<file path="src/rtl/arb_pkg.sv">
// Shared types for the host/engine access arbiter.
package arb_pkg;
    typedef enum logic {
        SRC_HOST = 1'b0,
        SRC_ENG  = 1'b1
    } src_e;
endpackage

</file>
<file path="src/rtl/arb_pick.sv">
// Combinational winner selection.
// Assumes burst_cnt counts engine grants since the last host grant and
// saturates at all ones. last_host is set when the previous grant went to the host.
module arb_pick #(
    parameter int CS_W = 3,
    parameter int WT_W = 4
) (
    input  logic            rr_mode,
    input  logic [WT_W-1:0] rr_weight,
    input  logic            host_req,
    input  logic [CS_W-1:0] host_cs,
    input  logic            eng_req,
    input  logic [CS_W-1:0] eng_cs,
    input  logic            last_host,
    input  logic [WT_W-1:0] burst_cnt,
    output logic            pick_valid,
    output logic            pick_eng
);
    logic [WT_W-1:0] wt_eff;
    logic            diff_cs;
    logic            eng_turn;

    // Effective weight: zero is promoted to one.
    always_comb wt_eff = (rr_weight == '0) ? WT_W'(1) : rr_weight;

    // Decide whether the engine may pre-empt a pending host request.
    always_comb begin
        diff_cs    = (host_cs != eng_cs);
        eng_turn   = rr_mode && diff_cs && (last_host || (burst_cnt < wt_eff));
        pick_valid = host_req || eng_req;
        pick_eng   = eng_req && (!host_req || eng_turn);
    end
endmodule

</file>
<file path="src/rtl/arb_burst.sv">
// Tracks the source of the last grant and how many engine grants
// have been made since the last host grant. Reset leaves the counter saturated,
// so that no engine turn is open at start-up.
module arb_burst #(
    parameter int WT_W = 4
) (
    input  logic            clk,
    input  logic            rst_n,
    input  logic            take,
    input  logic            take_eng,
    output logic            last_host,
    output logic [WT_W-1:0] burst_cnt
);
    localparam logic [WT_W-1:0] CNT_MAX = '1;

    // Update the history on every issued grant.
    always_ff @(posedge clk) begin
        if (!rst_n) begin
            last_host <= 1'b0;
            burst_cnt <= CNT_MAX;
        end else if (take) begin
            last_host <= !take_eng;
            if (!take_eng)
                burst_cnt <= '0;
            else if (burst_cnt != CNT_MAX)
                burst_cnt <= burst_cnt + WT_W'(1);
        end
    end
endmodule

</file>
<file path="src/rtl/arb_issue.sv">
// Issues one access at a time. When idle and a winner exists, it registers a
// one-cycle grant and access pulse, then waits for acc_done before becoming idle again.
module arb_issue #(
    parameter int CS_W = 3
) (
    input  logic            clk,
    input  logic            rst_n,
    input  logic            pick_valid,
    input  logic            pick_eng,
    input  logic [CS_W-1:0] host_cs,
    input  logic [CS_W-1:0] eng_cs,
    input  logic            acc_done,
    output logic            take,
    output logic            host_gnt,
    output logic            eng_gnt,
    output logic            acc_valid,
    output logic [CS_W-1:0] acc_cs,
    output logic            acc_src
);
    import arb_pkg::*;

    logic busy;

    // A grant is taken only when nothing is outstanding.
    always_comb take = !busy && pick_valid;

    // Outstanding-access flag.
    always_ff @(posedge clk) begin
        if (!rst_n)
            busy <= 1'b0;
        else if (take)
            busy <= 1'b1;
        else if (acc_done)
            busy <= 1'b0;
    end

    // Registered grant pulses and access descriptor.
    always_ff @(posedge clk) begin
        if (!rst_n) begin
            host_gnt  <= 1'b0;
            eng_gnt   <= 1'b0;
            acc_valid <= 1'b0;
            acc_cs    <= '0;
            acc_src   <= SRC_HOST;
        end else begin
            host_gnt  <= take && !pick_eng;
            eng_gnt   <= take && pick_eng;
            acc_valid <= take;
            if (take) begin
                acc_cs  <= pick_eng ? eng_cs : host_cs;
                acc_src <= pick_eng ? SRC_ENG : SRC_HOST;
            end
        end
    end
endmodule

</file>
<file path="src/rtl/mem_req_arbiter.sv">
// Top: arbitrates host and streaming-engine requests toward a memory access
// engine. Assumes requesters hold req until they no longer need accesses, and
// that the access engine returns exactly one acc_done per issued access.
module mem_req_arbiter #(
    parameter int CS_W = 3,
    parameter int WT_W = 4
) (
    input  logic            clk,
    input  logic            rst_n,
    input  logic            rr_mode,
    input  logic [WT_W-1:0] rr_weight,
    input  logic            host_req,
    input  logic [CS_W-1:0] host_cs,
    output logic            host_gnt,
    input  logic            eng_req,
    input  logic [CS_W-1:0] eng_cs,
    output logic            eng_gnt,
    output logic            acc_valid,
    output logic [CS_W-1:0] acc_cs,
    output logic            acc_src,
    input  logic            acc_done
);
    logic            pick_valid;
    logic            pick_eng;
    logic            take;
    logic            last_host;
    logic [WT_W-1:0] burst_cnt;

    arb_pick #(.CS_W(CS_W), .WT_W(WT_W)) u_pick (
        .rr_mode    (rr_mode),
        .rr_weight  (rr_weight),
        .host_req   (host_req),
        .host_cs    (host_cs),
        .eng_req    (eng_req),
        .eng_cs     (eng_cs),
        .last_host  (last_host),
        .burst_cnt  (burst_cnt),
        .pick_valid (pick_valid),
        .pick_eng   (pick_eng)
    );

    arb_burst #(.WT_W(WT_W)) u_burst (
        .clk       (clk),
        .rst_n     (rst_n),
        .take      (take),
        .take_eng  (pick_eng),
        .last_host (last_host),
        .burst_cnt (burst_cnt)
    );

    arb_issue #(.CS_W(CS_W)) u_issue (
        .clk        (clk),
        .rst_n      (rst_n),
        .pick_valid (pick_valid),
        .pick_eng   (pick_eng),
        .host_cs    (host_cs),
        .eng_cs     (eng_cs),
        .acc_done   (acc_done),
        .take       (take),
        .host_gnt   (host_gnt),
        .eng_gnt    (eng_gnt),
        .acc_valid  (acc_valid),
        .acc_cs     (acc_cs),
        .acc_src    (acc_src)
    );
endmodule

</file>
<file path="config.mk">
export PLATFORM = sky130hd
export DESIGN_NAME = mem_req_arbiter
export DESIGN_NICKNAME = d
export VERILOG_FILES = /design/src/rtl/arb_pkg.sv /design/src/rtl/arb_pick.sv /design/src/rtl/arb_burst.sv /design/src/rtl/arb_issue.sv /design/src/rtl/mem_req_arbiter.sv
export SDC_FILE = /design/constraint.sdc
export NUM_CORES = 1
export LEC_CHECK = 0
export ABC_CLOCK_PERIOD_IN_PS = 4200
export BUFFER_PORTS_ARGS = -buffer_cell sky130_fd_sc_hd__buf_2
export CAP_MARGIN = 20
export CORE_MARGIN = 8
export CORE_UTILIZATION = 52
export DETAILED_ROUTE_END_ITERATION = 8
export GPL_TIMING_DRIVEN = 0
export PLACE_DENSITY = 0.89
export REMOVE_ABC_BUFFERS = 1
export SETUP_SLACK_MARGIN = 0.4
export SYNTH_ARGS = -nofsm -noshare
export SYNTH_HDL_FRONTEND = slang
export SYNTH_SLANG_ARGS = --single-unit
</file>
<file path="constraint.sdc">
create_clock -name clk -period 4.2 [get_ports clk]
set_input_delay 0.42 -clock clk [delete_from_list [all_inputs] [get_ports clk]]
set_output_delay 0.42 -clock clk [all_outputs]
set_load 0.01 [all_outputs]
</file>
==> flow_summary.toml <==
[power_and_ir_drop]
power_density_mw_per_mm2 = 359
p_leak_nw = 0.438
seq_power_share = 0.479
switching_share = 0.319
clockPowerShare = 0.250
comb_power_share = 0.271
switchingPower_uw = 99.9
p_int_uw = 213
irDropWorstVdd_v = 0.000219

[clock_tree]
hold_buffers = 0
clkTransAtPathRegs_ns = 0.08
worstSkewPairLatency_ns = 0.27
cts_setup_buffers = 0
clock_path_buffers = 2
htreeDepth = 1
cts.sinks = 13
cts_buffers = 3
cts.root.buffer_cell = "clkbuf_4"
cts_tree = "done"
ctsResizeCount = 0

[min_path]
min_path_type = "in2reg"

[global_route]
antenna_found_initial = 0
grt_max_degree = 11
grt_pass1_wl_mm = 3.15
grt-ovfl-total = 0
grtUsageTotal = 0.143
grt_pass1_vias = 739

[sta]
setup_tns_ns = 0
skew_ns = 0.00487
tightest_slew_ns = 0.621
timing.fmax_mhz = 508
fin_crit_ns = 1.97
slew_violations = 0
whs_ns = 0.398
setup_violations = 0
rsz0062_at_grt = "no"
period_share = 0.469
hold_viol = 0
slew_headroom = 0.580

[detailed_routing]
drc_errors = 0
vias_per_cell = 5.70
drt_iter0_markers = 32
first_pass_iters = 4
wl_mm = 1.80
vias = 712
wire_per_inst_um = 14.4
drtAntennaViolNets = 0

[synth]
seq_area_frac_synth = 0.356
postSynthCellCount = 88
syn_area_sq_um = 732
synth_ff_type = "dfxtp_1"
async_reset_ff_frac = 0
yosys.cell_types.count = 28
avgSynthCellArea_sq_um = 8.32
synth-edff-count = 0
synth_warnings = 0
ys_ff_latch = 13

[floorplan]
die_height_um = 53.5
placementRows = 13
io-pin-count = 23
start_util = 0.563
die_area_sq_mm = 0.00286
core_sq_mm = 0.00130
fp.dieW_um = 53.5

[final_layout]
antenna_cells = 0
syn2layout_area_growth_pct = 19.1
final_cell_area_sq_um = 872
nNetsFinal = 131
drive_above_1_share = 0.264

[placement]
place_area_sq_um = 846
port_buffers = 22
place.gp.congestion = 0.844
dp_hpwl_mm = 1.35

[flow_run]
drv_cap = 0

[critical_path]
critPathLaunchType = "flip-flop"
worst_ep_arrival_time_ns = 2.14
cp.required_ns = 4.37
critPathMaxFanout = 6
crit_path_end_kind = "flip-flop"
critPathKind = "reg2reg"

[status]
status = "finished, final reports clean"
path summary, 6_finish.rpt:
| kind | end | cells after the start | startpoint | slack, ns |
|---|---|---|---|---|
| min reg2reg | u_issue.acc_src | 2 | u_issue.acc_src | 0.46 |
| max | u_burst.burst_cnt[2] | 6 | u_burst.burst_cnt[3] | 2.23 |
| max reg2reg | u_burst.burst_cnt[2] | 6 | u_burst.burst_cnt[3] | 2.23 |
| min | u_issue.acc_cs[0] | 3 | host_cs[0] | 0.40 |
power by group through the flow:
stage / registers, mW / clock network (mW) / logic (mW)
3_3_place_gp: 0.152 / 0 / 0.0800
2_1_floorplan: 0.153 / 0 / 0.0531
6_report: 0.150 / 0.0781 / 0.0848
4_1_cts: 0.150 / 0.0791 / 0.0845
3_5_place_dp: 0.152 / 0 / 0.0835
5_1_grt: 0.152 / 0.0843 / 0.0972
critical path, stage by stage (launching register included):
cell,delay (ns)
dfxtp_1,0.36
ha_1,0.31
o21a_1,0.12
nor2_1,0.05
o311ai_2,0.46
a21oi_1,0.21
a221o_1,0.35
per-stage QoR:
stage                     power [mW]  std cells  setup slack [ns]  utilization
after floorplan                0.206         84              2.37            -
after global placement         0.232        121              2.13        0.650
after detailed placement       0.236        121              2.10        0.650
after CTS                      0.313        125              2.25        0.670
after global routing           0.333        125              2.05        0.670
final                          0.313        125              2.23        0.670
synth_stat cells (all sizes together), types with 2 or more instances:
cell type | instances | area share
a21o | 2 | 0.021
a21oi | 5 | 0.034
a221o | 3 | 0.041
a31oi | 2 | 0.017
a32oi | 3 | 0.036
clkbuf | 4 | 0.021
dfxtp | 13 | 0.36
ha | 4 | 0.068
inv | 13 | 0.067
nand2 | 5 | 0.026
nand3 | 5 | 0.034
nor2 | 5 | 0.026
o21ai | 5 | 0.034
o221ai | 3 | 0.036
xnor2 | 3 | 0.036
sequential cells by signal, summed over array words and instances (netlist names):
register and cells:
u_burst.burst_cnt 4, u_issue.acc_cs 3, u_burst.last_host 1, u_issue.acc_src 1
u_issue.acc_valid 1, u_issue.busy 1, u_issue.eng_gnt 1, u_issue.host_gnt 1
cell families (layout without fill, tap and decap cells):
| group | count (synthesis) | after routing | synth area share |
|---|---|---|---|
| AOI/OAI and AO/OA | 27 | 27 | 0.275 |
| and+or+nand+nor | 23 | 23 | 0.164 |
| buffers and inverters | 17 | 39 | 0.0872 |
| DFF | 13 | 13 | 0.356 |
| adders and majority gates | 4 | 4 | 0.0684 |
| xor gates and xnor gates | 3 | 3 | 0.0359 |
| muxes | 1 | 1 | 0.0137 |
cell type report:
class	count	area, sq um
clock buffers	4	26.3
fillers	109	429
inverters	13	48.8
multi-input cells	58	408
flip-flops and latches	13	260
well taps	15	18.8
repair buffers	22	110
metal layers:
| metal | GRT usage | part of all wire | vias to the layer above |
|---|---|---|---|
| li1 | - | - | 361 |
| met4 | 0.0756 | 0.011 | 0 |
| met3 | 0.0364 | 0.051 | 2 |
| met1 | 0.167 | 0.46 | 321 |
| met2 | 0.234 | 0.48 | 28 |
| met5 | 0 | 0 | - |
layout by cell type (no fill, tap or decap), drive strengths merged:
cell type / Yosys / final
a31oi: 2 / 2
o221ai: 3 / 3
nand4b: 1 / 1
nand2: 5 / 5
nor3: 1 / 1
or4: 1 / 1
a32oi: 3 / 3
or2b: 1 / 1
nor2b: 1 / 1
ha: 4 / 4
a21o: 2 / 2
mux2i: 1 / 1
a21oi: 5 / 5
nor2: 5 / 5
nand2b: 1 / 1
or2: 1 / 1
a221o: 3 / 3
clkbuf: 4 / 4
xnor2: 3 / 3
a211o: 1 / 1
o21a: 1 / 1
o31ai: 1 / 1
nand3: 5 / 5
nor4b: 1 / 1
o311ai: 1 / 1
buf: 0 / 22
dfxtp: 13 / 13
inv: 13 / 13
o21ai: 5 / 5
Power figures use the tool's default switching activity.
